File: src/rtl/auxreq_pkg.sv
package auxreq_pkg;
  localparam int unsigned REG_W  = 32;
  localparam int unsigned STAT_W = 7;

  localparam int unsigned ST_DONE    = 0;
  localparam int unsigned ST_BADADDR = 1;
  localparam int unsigned ST_TMO     = 2;
  localparam int unsigned ST_NREFUSE = 3;
  localparam int unsigned ST_CNT     = 4;
  localparam int unsigned ST_INACK   = 5;
  localparam int unsigned ST_IDEFER  = 6;

  localparam logic [2:0] A_DATA = 3'd0;
  localparam logic [2:0] A_XFER = 3'd1;
  localparam logic [2:0] A_LINK = 3'd2;
  localparam logic [2:0] A_STAT = 3'd3;
  localparam logic [2:0] A_MASK = 3'd4;

  localparam int unsigned DF_READ   = 8;
  localparam int unsigned DF_REWIND = 9;

  localparam logic [1:0] RC_ACK   = 2'd0;
  localparam logic [1:0] RC_NACK  = 2'd1;
  localparam logic [1:0] RC_DEFER = 2'd2;

  typedef struct packed {
    logic              ptrClr;
    logic              ptrInc;
    logic              capWr;
    logic [STAT_W-1:0] statSet;
  } engStrobe_t;

  typedef enum logic [1:0] {S_IDLE, S_CHECK, S_SEND, S_WAIT} engState_t;
endpackage

File: src/rtl/auxreq_datapath.sv
module auxreq_datapath
  import auxreq_pkg::*;
#(
  parameter int unsigned DEPTH = 144,
  parameter int unsigned PTR_W = $clog2(DEPTH + 1)
) (
  input  logic             clk,
  input  logic             rstN,
  input  logic             cpuWe,
  input  logic             cpuRe,
  input  logic [2:0]       cpuAddr,
  input  logic [REG_W-1:0] cpuWdata,
  output logic [REG_W-1:0] cpuRdata,
  output logic             irq,
  input  logic             engBusy,
  input  engStrobe_t       stb,
  input  logic [7:0]       rxData,
  output logic [PTR_W-1:0] ptr,
  output logic [7:0]       curByte,
  output logic [7:0]       hdr0,
  output logic [7:0]       hdr3,
  output logic             goPulse,
  output logic             abortPulse,
  output logic             i2cSel,
  output logic             engOn,
  output logic             holdRst
);
  localparam int unsigned IDX_W = $clog2(DEPTH);
  localparam logic [PTR_W-1:0] PTR_END = PTR_W'(DEPTH);

  logic [7:0]        mem [DEPTH];
  logic [PTR_W-1:0]  ptrQ;
  logic [7:0]        stage;
  logic              i2cQ, holdQ, enQ;
  logic [STAT_W-1:0] statQ, maskQ;

  logic dataWr, dataRd, rewind, rdFlag, xferWr, cpuStore, inRange;
  logic [IDX_W-1:0] ptrIdx, storeIdx;
  logic [PTR_W-1:0] ptrStep;
  logic [STAT_W-1:0] clrBits;
  logic unusedBits;

  assign unusedBits = ^cpuWdata[REG_W-1:DF_REWIND+1];

  assign dataWr  = cpuWe && (cpuAddr == A_DATA) && !engBusy && !holdQ;
  assign dataRd  = cpuRe && (cpuAddr == A_DATA) && !engBusy && !holdQ;
  assign rewind  = cpuWdata[DF_REWIND];
  assign rdFlag  = cpuWdata[DF_READ];
  assign xferWr  = cpuWe && (cpuAddr == A_XFER);
  assign inRange = ptrQ < PTR_END;
  assign ptrIdx  = ptrQ[IDX_W-1:0];
  assign ptrStep = inRange ? ptrQ + PTR_W'(1) : ptrQ;

  assign cpuStore = dataWr && !(rewind && rdFlag) && (rewind || inRange);
  assign storeIdx = rewind ? '0 : ptrIdx;

  always_ff @(posedge clk) begin
    if (cpuStore) begin
      mem[storeIdx] <= cpuWdata[7:0];
    end else if (stb.capWr && inRange) begin
      mem[ptrIdx] <= rxData;
    end
  end

  always_ff @(posedge clk or negedge rstN) begin
    if (!rstN) begin
      ptrQ <= '0;
    end else if (holdQ || stb.ptrClr) begin
      ptrQ <= '0;
    end else if (stb.ptrInc || dataRd) begin
      ptrQ <= ptrStep;
    end else if (dataWr) begin
      if (rewind) ptrQ <= rdFlag ? '0 : PTR_W'(1);
      else        ptrQ <= ptrStep;
    end
  end

  always_ff @(posedge clk or negedge rstN) begin
    if (!rstN) begin
      stage <= '0;
    end else if (holdQ) begin
      stage <= '0;
    end else if (dataRd) begin
      stage <= inRange ? mem[ptrIdx] : 8'h00;
    end
  end

  always_ff @(posedge clk or negedge rstN) begin
    if (!rstN) begin
      i2cQ  <= 1'b0;
      holdQ <= 1'b0;
      enQ   <= 1'b0;
      maskQ <= '0;
    end else begin
      if (xferWr && !engBusy) i2cQ <= cpuWdata[1];
      if (cpuWe && cpuAddr == A_LINK) begin
        holdQ <= cpuWdata[0];
        enQ   <= cpuWdata[1];
      end
      if (cpuWe && cpuAddr == A_MASK) maskQ <= cpuWdata[STAT_W-1:0];
    end
  end

  assign clrBits = (cpuWe && cpuAddr == A_STAT) ? cpuWdata[STAT_W-1:0] : '0;

  always_ff @(posedge clk or negedge rstN) begin
    if (!rstN) statQ <= '0;
    else       statQ <= (statQ & ~clrBits) | stb.statSet;
  end

  always_comb begin
    unique case (cpuAddr)
      A_DATA:  cpuRdata = {16'h0000, stage, 8'h00};
      A_XFER:  cpuRdata = {30'd0, i2cQ, engBusy};
      A_LINK:  cpuRdata = {30'd0, enQ, holdQ};
      A_STAT:  cpuRdata = REG_W'(statQ);
      A_MASK:  cpuRdata = REG_W'(maskQ);
      default: cpuRdata = '0;
    endcase
  end

  assign irq        = |(statQ & maskQ);
  assign ptr        = ptrQ;
  assign curByte    = inRange ? mem[ptrIdx] : 8'h00;
  assign hdr0       = mem[0];
  assign hdr3       = mem[3];
  assign goPulse    = xferWr && cpuWdata[0];
  assign abortPulse = xferWr && !cpuWdata[0];
  assign i2cSel     = i2cQ;
  assign engOn      = enQ && !holdQ;
  assign holdRst    = holdQ;
endmodule

File: src/rtl/auxreq_control.sv
module auxreq_control
  import auxreq_pkg::*;
#(
  parameter int unsigned DEPTH          = 144,
  parameter int unsigned NATIVE_MAX     = 16,
  parameter int unsigned I2C_MAX        = 128,
  parameter int unsigned TIMEOUT_CYCLES = 1000,
  parameter int unsigned PTR_W          = $clog2(DEPTH + 1)
) (
  input  logic             clk,
  input  logic             rstN,
  input  logic             goPulse,
  input  logic             abortPulse,
  input  logic             engOn,
  input  logic             holdRst,
  input  logic             i2cSel,
  input  logic [7:0]       hdr0,
  input  logic [7:0]       hdr3,
  input  logic [7:0]       curByte,
  input  logic [PTR_W-1:0] ptr,
  input  logic             txReady,
  input  logic             rxValid,
  input  logic             rxDone,
  input  logic [1:0]       rxCode,
  output engStrobe_t       stb,
  output logic             busy,
  output logic             txValid,
  output logic             txLast,
  output logic             txI2c,
  output logic [7:0]       txData
);
  localparam int unsigned LEN_W = (PTR_W > 9) ? PTR_W : 9;
  localparam int unsigned TMO_W = $clog2(TIMEOUT_CYCLES + 1);
  localparam logic [LEN_W-1:0] NAT_LIM  = LEN_W'(NATIVE_MAX);
  localparam logic [LEN_W-1:0] I2C_LIM  = LEN_W'(I2C_MAX);
  localparam logic [LEN_W:0]   DEPTH_L  = (LEN_W + 1)'(DEPTH);
  localparam logic [TMO_W-1:0] TMO_LAST = TMO_W'(TIMEOUT_CYCLES - 1);

  engState_t        st, stNext;
  logic             isReadQ;
  logic [LEN_W-1:0] lenQ, totalQ;
  logic [TMO_W-1:0] tmoQ;

  logic [LEN_W-1:0] hdrLen, lim, ptrL, gotCnt;
  logic hdrRead, badAddr, badCount, overDepth, lastByte, capNow, tmoHit;
  logic unusedHdr;

  assign unusedHdr = ^hdr0[3:0];
  assign hdrLen    = LEN_W'(hdr3) + LEN_W'(1);
  assign hdrRead   = hdr0[4];
  assign badAddr   = |hdr0[7:5];
  assign lim       = i2cSel ? I2C_LIM : NAT_LIM;
  assign overDepth = !hdrRead && (({1'b0, hdrLen} + (LEN_W + 1)'(4)) > DEPTH_L);
  assign badCount  = (hdrLen > lim) || overDepth;
  assign ptrL      = LEN_W'(ptr);
  assign lastByte  = (ptrL == totalQ - LEN_W'(1));
  assign capNow    = (st == S_WAIT) && rxValid && isReadQ && (ptrL < lenQ);
  assign gotCnt    = ptrL + LEN_W'(capNow);
  assign tmoHit    = (tmoQ == TMO_LAST);

  always_comb begin
    stNext  = st;
    stb     = '0;
    txValid = 1'b0;
    unique case (st)
      S_IDLE: begin
        if (goPulse && engOn) begin
          stNext     = S_CHECK;
          stb.ptrClr = 1'b1;
        end
      end
      S_CHECK: begin
        if (badAddr || badCount) begin
          stNext                 = S_IDLE;
          stb.statSet[ST_BADADDR] = badAddr;
          stb.statSet[ST_CNT]     = badCount;
        end else begin
          stNext = S_SEND;
        end
      end
      S_SEND: begin
        txValid = 1'b1;
        if (txReady) begin
          if (lastByte) begin
            stb.ptrClr = 1'b1;
            stNext     = S_WAIT;
          end else begin
            stb.ptrInc = 1'b1;
          end
        end
      end
      S_WAIT: begin
        if (capNow) begin
          stb.capWr  = 1'b1;
          stb.ptrInc = 1'b1;
        end
        if (rxDone) begin
          stNext = S_IDLE;
          unique case (rxCode)
            RC_ACK: begin
              if (isReadQ && gotCnt < lenQ) stb.statSet[ST_CNT]  = 1'b1;
              else                          stb.statSet[ST_DONE] = 1'b1;
            end
            RC_DEFER: begin
              if (i2cSel) stb.statSet[ST_IDEFER]  = 1'b1;
              else        stb.statSet[ST_NREFUSE] = 1'b1;
            end
            default: begin
              if (i2cSel) stb.statSet[ST_INACK]   = 1'b1;
              else        stb.statSet[ST_NREFUSE] = 1'b1;
            end
          endcase
        end else if (tmoHit) begin
          stNext              = S_IDLE;
          stb.statSet[ST_TMO] = 1'b1;
        end
      end
      default: stNext = S_IDLE;
    endcase
    if ((abortPulse && st != S_IDLE) || holdRst) begin
      stNext  = S_IDLE;
      stb     = '0;
      txValid = 1'b0;
    end
  end

  always_ff @(posedge clk or negedge rstN) begin
    if (!rstN) begin
      st      <= S_IDLE;
      isReadQ <= 1'b0;
      lenQ    <= '0;
      totalQ  <= '0;
      tmoQ    <= '0;
    end else begin
      st <= stNext;
      if (st == S_CHECK) begin
        isReadQ <= hdrRead;
        lenQ    <= hdrLen;
        totalQ  <= hdrRead ? LEN_W'(4) : hdrLen + LEN_W'(4);
      end
      if (st == S_WAIT) tmoQ <= tmoQ + TMO_W'(1);
      else              tmoQ <= '0;
    end
  end

  assign busy   = (st != S_IDLE);
  assign txData = curByte;
  assign txLast = txValid && lastByte;
  assign txI2c  = i2cSel;
endmodule

File: src/rtl/auxreq_top.sv
module auxreq_top
  import auxreq_pkg::*;
#(
  parameter int unsigned DEPTH          = 144,
  parameter int unsigned NATIVE_MAX     = 16,
  parameter int unsigned I2C_MAX        = 128,
  parameter int unsigned TIMEOUT_CYCLES = 1000
) (
  input  logic        clk,
  input  logic        rstN,
  input  logic        cpuWe,
  input  logic        cpuRe,
  input  logic [2:0]  cpuAddr,
  input  logic [31:0] cpuWdata,
  output logic [31:0] cpuRdata,
  output logic        irq,
  output logic        txValid,
  input  logic        txReady,
  output logic [7:0]  txData,
  output logic        txLast,
  output logic        txI2c,
  input  logic        rxValid,
  input  logic [7:0]  rxData,
  input  logic        rxDone,
  input  logic [1:0]  rxCode
);
  localparam int unsigned PTR_W = $clog2(DEPTH + 1);

  engStrobe_t       stb;
  logic             engBusy, goPulse, abortPulse, i2cSel, engOn, holdRst;
  logic [PTR_W-1:0] ptr;
  logic [7:0]       curByte, hdr0, hdr3;

  auxreq_datapath #(.DEPTH(DEPTH), .PTR_W(PTR_W)) dp_i (
    .clk(clk), .rstN(rstN),
    .cpuWe(cpuWe), .cpuRe(cpuRe), .cpuAddr(cpuAddr), .cpuWdata(cpuWdata),
    .cpuRdata(cpuRdata), .irq(irq),
    .engBusy(engBusy), .stb(stb), .rxData(rxData),
    .ptr(ptr), .curByte(curByte), .hdr0(hdr0), .hdr3(hdr3),
    .goPulse(goPulse), .abortPulse(abortPulse), .i2cSel(i2cSel),
    .engOn(engOn), .holdRst(holdRst)
  );

  auxreq_control #(
    .DEPTH(DEPTH), .NATIVE_MAX(NATIVE_MAX), .I2C_MAX(I2C_MAX),
    .TIMEOUT_CYCLES(TIMEOUT_CYCLES), .PTR_W(PTR_W)
  ) ctl_i (
    .clk(clk), .rstN(rstN),
    .goPulse(goPulse), .abortPulse(abortPulse), .engOn(engOn), .holdRst(holdRst),
    .i2cSel(i2cSel), .hdr0(hdr0), .hdr3(hdr3), .curByte(curByte), .ptr(ptr),
    .txReady(txReady), .rxValid(rxValid), .rxDone(rxDone), .rxCode(rxCode),
    .stb(stb), .busy(engBusy), .txValid(txValid), .txLast(txLast),
    .txI2c(txI2c), .txData(txData)
  );
endmodule

File: config.mk
export PLATFORM = sky130hd
export DESIGN_NAME = auxreq_top
export DESIGN_NICKNAME = d
export VERILOG_FILES = /design/src/rtl/auxreq_pkg.sv /design/src/rtl/auxreq_datapath.sv /design/src/rtl/auxreq_control.sv /design/src/rtl/auxreq_top.sv
export SDC_FILE = /design/constraint.sdc
export NUM_CORES = 1
export LEC_CHECK = 0
export BUFFER_PORTS_ARGS = -buffer_cell sky130_fd_sc_hd__buf_2
export CAP_MARGIN = 20
export CORE_ASPECT_RATIO = 0.9
export CORE_MARGIN = 2
export CORE_UTILIZATION = 40
export DETAILED_ROUTE_END_ITERATION = 10
export RECOVER_POWER = 25
export SETUP_SLACK_MARGIN = 0.1
export SLEW_MARGIN = 10
export SYNTH_ARGS = -nofsm -noshare
export SYNTH_HDL_FRONTEND = slang
export SYNTH_HIERARCHICAL = 1
export SYNTH_SLANG_ARGS = --single-unit
File: constraint.sdc
create_clock -name clk -period 3.85 [get_ports clk]
set_input_delay 0.385 -clock clk [delete_from_list [all_inputs] [get_ports clk]]
set_output_delay 0.385 -clock clk [all_outputs]
set_load 0.01 [all_outputs]
Word-level counts from Yosys, hierarchy flattened --
Memory sizes are Yosys's and may differ from the RTL's. Cells that the tools add are included.
Word-level totals: bits in registers 64, latch bits 0, bits in writable memories 1152, bits in read-only memories 0, output and inout bits 44, logic and storage cells 152, memories 1
Cells by class: $add $sub $neg 7, multiply operators 0, div/mod/pow operators 0, $lt $le $gt $ge 5, equality and inequality tests 14, shift operators 0, multiplexer cells 61, bitwise logic cells 4, reductions and logical operators 48
Memories:
- dp_i.mem | depth 144, width 8, read ports 3, clocked after Yosys merged registers in 0, wr ports 1, RTL line auxreq_datapath.sv:31 | logic [7:0] mem [DEPTH];
Operator list (count):
- $mux W8 | 12
- $pmux W16 S5 | 1
- $mux W1 | 28
- $logic_and A1 B1 Y1 | 26
- $mux W10 | 2
- $mux W2 | 10
- $and A7 B7 Y7 | 2
- $add A10 B1 Y10 const B | 1
- $add A9 B3 Y10 const B | 1
- $eq A10 B10 Y1 const B | 1
- $gt A10 B8 Y1 const B | 1
- $add A8 B1 Y9 | 1
- $add A8 B1 Y9 const B | 1
- $add A9 B3 Y9 const B | 1
- $eq A8 B9 Y1 | 1
- $gt A9 B9 Y1 | 1
- $lt A8 B9 Y1 | 1
- $lt A9 B9 Y1 | 1
- $mux W9 | 1
- $sub A9 B1 Y9 const B | 1
- $add A8 B1 Y8 const B | 1
- $lt A8 B8 Y1 const B | 1
- $pmux W2 S4 | 1
- $reduce_or A8 Y1 | 1
- 24 further kinds | 41

Depth between registers and ports, before layout --
Gate-level depths: netlist of run 1.
depth in word-level cells 18, depth in mapped cells 19, gate-level depth less buffers 19

Hierarchy --
Netlist of run 1, hierarchy kept.
Modules (own cells, without submodules):
- auxreq_datapath | instances 1, cells each 2357, area each 47312.9 um2, sequential area each 35419.0 um2
- auxreq_control | instances 1, cells each 346, area each 2876.5 um2, sequential area each 775.7 um2

Least setup slack after synthesis of run 1 --
OpenSTA, ideal clock, no wires.
path type reg-to-reg, from reg dp_i.ptrQ[4] (netlist: dp_i/ptr[4]), to mem dp_i.mem[0][0], data pin, library setup time 400 ps, arrival 2997 ps, path slack 453 ps, stages on the path, launching flop included 12, path buffers 1, clock period less this slack 3397 ps, path through dfrtp_1 > ha_1 > a21o_1 > a21oi_1 > o21ai_1 > a21oi_1 > o21ai_1 > nor2_1 > nand2_2 > a21o_1 > buf_2 > mux2_2
RTL lines:
- from (decl) | RTL line auxreq_datapath.sv:32 | logic [PTR_W-1:0] ptrQ;
- from (signal assigned) | RTL line auxreq_datapath.sv:71 | ptrQ <= ptrStep;
- from (signal assigned) | RTL line auxreq_datapath.sv:73 | if (rewind) ptrQ <= rdFlag ? '0 : PTR_W'(1);
- from (signal assigned) | RTL line auxreq_datapath.sv:74 | else ptrQ <= ptrStep;
- to (decl) | RTL line auxreq_datapath.sv:31

Worst setup path after layout of run 1 --
from reg dp_i.ptrQ[0] (netlist: dp_i/ptr[0]), to out txData[3]
On the way: cells in the longest elaborated chain, start to end 2
RTL lines:
- $mem_v2 Z144 W8 or $lt A8 B8 Y1 (tied branches)
- $mux W8 (*) | RTL line auxreq_datapath.sv:124 | assign curByte = inRange ? mem[ptrIdx] : 8'h00;
- to (decl) | RTL line auxreq_top.sv:19 | output logic [7:0] txData,
Mark *: on every way between the ends. The rest lies on a longest branch, timed or not.

==> results of run 1 <==
==> through the flow <==
stage | hold slack [ps] | cell area (µm²) | util
detailed placement | 453 | 54500 | 0.437
global placement | 441 | 54500 | 0.437
global route | 82.7 | 60300 | 0.483
CTS | 14.4 | 59500 | 0.477
finish | 60.8 | 60300 | 0.483
floorplan | 89.4 | 50200 | -
==> cell type report <==
class,count,share of cell area
inverters,28,0.00174
well taps,1687,0.0350
clock buffers,145,0.0513
flip-flops and latches,1216,0.600
multi-input cells,1303,0.222
repair buffers,490,0.0776
clock inverters,72,0.0119
==> registers in the layout, indices dropped and copies added, names as in the netlist, 2 cells and up <==
register      flops
dp_i/mem       1152
ctl_i/tmoQ       10
ctl_i/totalQ      9
ctl_i/lenQ        9
dp_i/ptr          8
dp_i/stage        8
dp_i/statQ        7
dp_i/maskQ        7
ctl_i/st          2
==> routing by layer <==
| layer | vias up | routed length [µm] | GRT usage |
|---|---|---|---|
| li1 | 11900 | - | - |
| met1 | 14800 | 58100 | 0.310 |
| met2 | 1276 | 63200 | 0.325 |
| met3 | 222 | 12100 | 0.0411 |
| met4 | 0 | 3840 | 0.0622 |
| met5 | - | 0 | 0 |
==> final timing paths <==
kind                                from              end
max reg2reg                  dp_i/ptr[1]  dp_i/mem[93][3]
max in group asynchronous           rstN    ctl_i/tmoQ[7]
min reg2reg                ctl_i/tmoQ[0]    ctl_i/tmoQ[0]
min in group asynchronous           rstN      dp_i/i2cSel
max                          dp_i/ptr[0]        txData[3]
min                                cpuRe    dp_i/stage[6]
==> layout by cell type (no fill, tap or decap), types with 14 or more instances in the layout <==
master / n
clkinv_2: 19
a221oi_1: 14
nand3_1: 38
nor2_1: 201
inv_1: 27
buf_16: 18
buf_12: 36
mux4_1: 23
a22oi_1: 38
nand2b_1: 28
a21oi_1: 26
clkbuf_16: 123
clkbuf_1: 43
o21ai_0: 35
mux4_2: 240
a22oi_2: 19
ha_1: 26
dfrtp_1: 59
a31oi_1: 16
o21ai_1: 17
a22o_1: 18
nand4_1: 18
mux2i_1: 25
nand2_1: 116
edfxtp_1: 1152
mux2_2: 65
conb_1: 17
nor2b_1: 14
xnor2_1: 21
clkinv_1: 28
buf_4: 333
buf_2: 40
buf_6: 18
==> power breakdown <==
| part | total (mW) | switching, mW | internal (mW) |
|---|---|---|---|
| combinational | 2.87 | 1.42 | 1.45 |
| sequential | 14.6 | 0.0684 | 14.5 |
| clock | 11.5 | 4.89 | 6.56 |
==> what timing repair did <==
item	CTS	global route
hold buffers	11	0
cloned	14	3
hold endpoints to repair	61	0
endpoints found under the setup margin	8	337
buffers inserted	26	48
gates resized for setup	96	83
pin swaps	13	31
==> cells by family (layout without fill, tap and decap cells) <==
kind of cell | count (synthesis) | count (layout) | synth area share
simple gates | 556 | 556 | 0.0543
xor+xnor | 33 | 33 | 0.00603
mux | 367 | 367 | 0.143
flops | 1216 | 1216 | 0.721
other cells | 1 | 17 | 0.0000747
compound gates | 303 | 303 | 0.0443
fa+ha+maj | 27 | 27 | 0.00673
buf+inv | 200 | 735 | 0.0245
==> worst max-delay path: stages, from the launching register on <==
cell	delay, ps
dfrtp_4	520
buf_16	180
buf_16	150
mux4_2	390
mux2i_2	100
buf_4	170
o211ai_1	420
nand4_1	410
and3_4	340
o22ai_4	90
buf_6	130
buf_6	90
==> flow_summary.toml, run 1 <==
[global_routing]
antenna_found_initial = 0
grt_usage = 0.212
grt_max_degree = 145
grt_remaining_overflow = 0
grt_pass1_vias = 28000
grt_pass1_wl_um = 197000

[worst_setup_path]
worstPathArrival_ps = 3760
required_ps = 3460
critical_path.max_fanout = 7
reg2reg_slack_ps = 250
rr_worst_depth = 10
critPathKind = "register to primary output"
end_kind = "primary output"
startpoint_type = "register"

[route]
ant_nets = 0
totalWireLength_um = 137000
dr_total_vias = 28100
drtPass1Iterations = 5
viasPerCell = 5.70
drcViolationCount = 0
drtIter0Drc = 3198
wl_per_cell_um = 27.8

[clock_tree]
clock_latency_ps = 730
root_buffer = "clkbuf_16"
clk_path_buf_depth = 3
cts_tree = "built"
htree_levels = 3
cts.reportedPaths.clkPinSlew_ps = 60
clock_sinks = 1216
cts_buffers = 118

[yosys]
ys_seq_elements = 1216
synthArstFlopShare = 0.0526
synthTopCellsByArea = "edfxtp_1 (69%), mux4_2 (11%), dfrtp_1 (3.2%)"
yosysTopAreaCell = "edfxtp_1"
avgSynthCellArea_um2 = 18.6
synth_cell_types = 98
synth_top_area_frac = 0.689
synth_area_um2 = 50200
synth_edf_count = 1152
synthFlopType = "edfxtp_1"
synthTopCellsByCount = "edfxtp_1 (1152), mux4_2 (236), nor2_1 (209), nand2_1 (119), mux2_2 (73)"
yosysMostFrequentCell = "edfxtp_1"
ys_seq_area_frac = 0.721
ys_warn_count = 6
syn_inst = 2703

[floorplan]
die_h_um = 340
ioPinCount = 96
die_w_um = 377
core_um2 = 125000
rows = 123
dieArea_um2 = 128000
start_util = 0.402

[finish]
drive_above_1_share = 0.333
antenna_cells = 0
multi_input_comb_area_um2 = 13400
area_growth_pct = 20.2
nets = 3236
ff_latch_area_um2 = 36200
fillers = 10300
stdcell_count = 4941

[place]
numPortBuffers = 56
pre_cts_slack_ps = 92.6
dp_hpwl_um = 84600
dp_cells = 4622
place_congestion = 0.863

[outcome]
outcome = "finished, violations left"
violations = "capacitance limit, slew limit, setup timing"

[power_and_ir_drop]
p_total_mw = 28.9
vdd_drop_max_uv = 377
power.density_nw_per_um2 = 480
p_leak_nw = 19.7

[timing]
setup_violations = 8
layout_min_cycle_time_ps = 4140
slew_headroom = -0.350
clock.fmax_mhz = 241
finalSetupTns_ps = -1240
setup_ws_ps = -291
fin_skew_ps = 27.0
worst_pin_slew_ps = 2020
rsz0062_at_grt = "yes"
slew_violations = 35
fin_crit_sh = 1.08
hold_viol = 0

[min_path]
holdPathStages = 3
min_path_type = "primary input to register"

[flow_run]
drv_cap = 1
(Power assumes the default switching activity.)
==> run 2, diff against run 1 <==
--- a/config.mk
+++ b/config.mk
@@ -5,12 +5,14 @@
 export SDC_FILE = /design/constraint.sdc
 export NUM_CORES = 1
 export LEC_CHECK = 0
+export ABC_AREA = 0
 export BUFFER_PORTS_ARGS = -buffer_cell sky130_fd_sc_hd__buf_2
 export CAP_MARGIN = 20
 export CORE_ASPECT_RATIO = 0.9
 export CORE_MARGIN = 2
 export CORE_UTILIZATION = 40
 export DETAILED_ROUTE_END_ITERATION = 10
+export GPL_TIMING_DRIVEN = 0
 export RECOVER_POWER = 25
 export SETUP_SLACK_MARGIN = 0.1
 export SLEW_MARGIN = 10
==> run 2 against run 1 <==
The run still ends with capacitance limit, slew limit, setup timing left. Setup slack worse by 180 ps. Sequential share of layout area shrank 2.3 points. Die area did not move. Global-route usage is 5.2 points higher. Routed wire length grew 25%. Flip-flop and latch count is the same. Final area increased by 3.9%. Power increased by 5.4%. Final cell count fell by 0.79%. Clock skew barely moved. Sequential power barely moved. Utilization grew 1.9 points. Critical endpoint is now txData[6]. Largest power group unchanged.
==> flow_summary.toml, run 2 (synthesis gave the netlist of run 1 again) <==
[floorplan]
dieArea_um2 = 128000
die_w_um = 377
start_util = 0.402
die_h_um = 340
rows = 123
ioPinCount = 96
core_um2 = 125000

[clock_tree]
clock_latency_ps = 740
clock_sinks = 1216
clk_path_buf_depth = 3
root_buffer = "clkbuf_16"
cts_tree = "built"
cts.reportedPaths.clkPinSlew_ps = 60
cts_buffers = 118
htree_levels = 3

[power_and_ir_drop]
p_leak_nw = 20.0
vdd_drop_max_uv = 420
power.density_nw_per_um2 = 487

[place]
placed_area_um2 = 53200
place_congestion = 0.995
dp_hpwl_um = 113000
numPortBuffers = 54

[timing]
rsz0062_at_grt = "yes"
slew_violations = 63
fin_crit_sh = 1.12
slew_headroom = -0.955
setup_violations = 1501
finalSetupTns_ps = -187300
layout_min_cycle_time_ps = 4320
clock.fmax_mhz = 232
worst_pin_slew_ps = 2930
fin_skew_ps = 26.9
setup_ws_ps = -467
hold_viol = 0

[finish]
drive_above_1_share = 0.378
largest_register_ffs = 1152
ff_latch_area_um2 = 36200
regMostFlops = "dp_i/mem"
final_common_cell = "edfxtp_1"
area_growth_pct = 24.9
nets = 3189
multi_input_comb_area_um2 = 15100
antenna_cells = 0
fin_area_um2 = 62700
reg.largest.list = "dp_i/mem: 1152 flops, ctl_i/tmoQ: 10 flops"
final_cell_mix = "edfxtp_1 (1152), mux4_2 (236), buf_4 (148)"
fillers = 9870

[global_routing]
antenna_found_initial = 6
grt_pass1_vias = 29100
grt_remaining_overflow = 0
grt_usage = 0.264
grt_pass1_wl_um = 233000
grt_max_degree = 117

[route]
drtIter0Drc = 4181
dr_total_vias = 30300
drtPass1Iterations = 5
drcViolationCount = 0
wl_per_cell_um = 35.0
totalWireLength_um = 171000
ant_nets = 0
viasPerCell = 6.18

[outcome]
violations = "capacitance limit, slew limit, setup timing"
outcome = "finished, violations left"

[worst_setup_path]
critPathKind = "register to primary output"
reg2reg_slack_ps = -310
startpoint_type = "register"
worstPathArrival_ps = 3930
required_ps = 3460
critical_path.max_fanout = 8
end_kind = "primary output"

[flow_run]
drv_cap = 1

[min_path]
min_path_type = "primary input to register"
## run 2: changes by cell type in the layout (fill, tap and decap cells not counted), sizes merged, moves of 2 or more
| cell | change |
|---|---|
| clkinv | +11 |
| clkinvlp | -2 |
| buf | -98 |
| bufbuf | -7 |
| bufinv | +9 |
| clkbuf | +45 |
## run 2: routing by layer
| layer | track usage | routed length (µm) | vias up |
|---|---|---|---|
| met2 | 0.399 | 77500 | 2143 |
| met1 | 0.363 | 65400 | 16000 |
| met5 | 0 | 30 | - |
| li1 | - | - | 11800 |
| met3 | 0.0739 | 20500 | 382 |
| met4 | 0.103 | 7990 | 4 |
## run 2: per-stage QoR
step / worst slack, ps / power, mW / std cells / util / hold WS (ps)
floorplan: 453 / 16.5 / 2719 / - / 89.4
global placement: -2820 / 17.6 / 4460 / 0.422 / 441
detailed placement: -1500 / 17.7 / 4480 / 0.426 / 191
CTS: -429 / 30.4 / 4846 / 0.494 / 15.6
global route: -446 / 31.2 / 4902 / 0.502 / 49.5
finish: -467 / 30.5 / 4902 / 0.502 / 62.0
## run 2: worst max-delay path: stages, from the launching register on
cell	delay, ps
dfrtp_1	480
clkbuf_1	350
nor2b_1	1030
o21ai_0	220
nor2_1	150
o211ai_1	310
a22o_1	400
o21ai_4	120
buf_6	140
## run 2: cell type report
class                   instances  share of cell area
clock buffers                 135              0.0488
flip-flops and latches       1216               0.578
plain buffers                 164              0.0298
repair buffers                279              0.0503
multi-input cells            1303               0.241
well taps                    1687              0.0337
clock inverters                90              0.0167
inverters                      28             0.00174
## run 2: report_power, final
group	leakage (nW)	switching, mW	internal (mW)
sequential	11.2	0.0760	14.5
clock	1.99	5.08	7.17
combinational	6.81	2.00	1.63
total	20.0	7.16	23.3
## run 2: path summary, 6_finish.rpt
check                      cells after the start          start         endpoint
hold / removal                                 4         rxDone      ctl_i/st[0]
max in group asynchronous                      3           rstN      dp_i/ptr[3]
hold reg to reg                                1  ctl_i/tmoQ[0]    ctl_i/tmoQ[0]
setup / recovery                               8    dp_i/ptr[7]        txData[6]
setup reg to reg                              11    ctl_i/st[0]  dp_i/mem[74][1]
min in group asynchronous                      3           rstN    dp_i/stage[7]
## run 2: what timing repair did
item / in CTS / in global routing
endpoints found under the setup margin: 1880 / 1161
gates cloned: 1 / 0
pin swaps: 92 / 49
resized for setup: 657 / 86
endpoints found under the hold margin: 81 / 0
buffers inserted: 135 / 57
hold buffers: 12 / 0
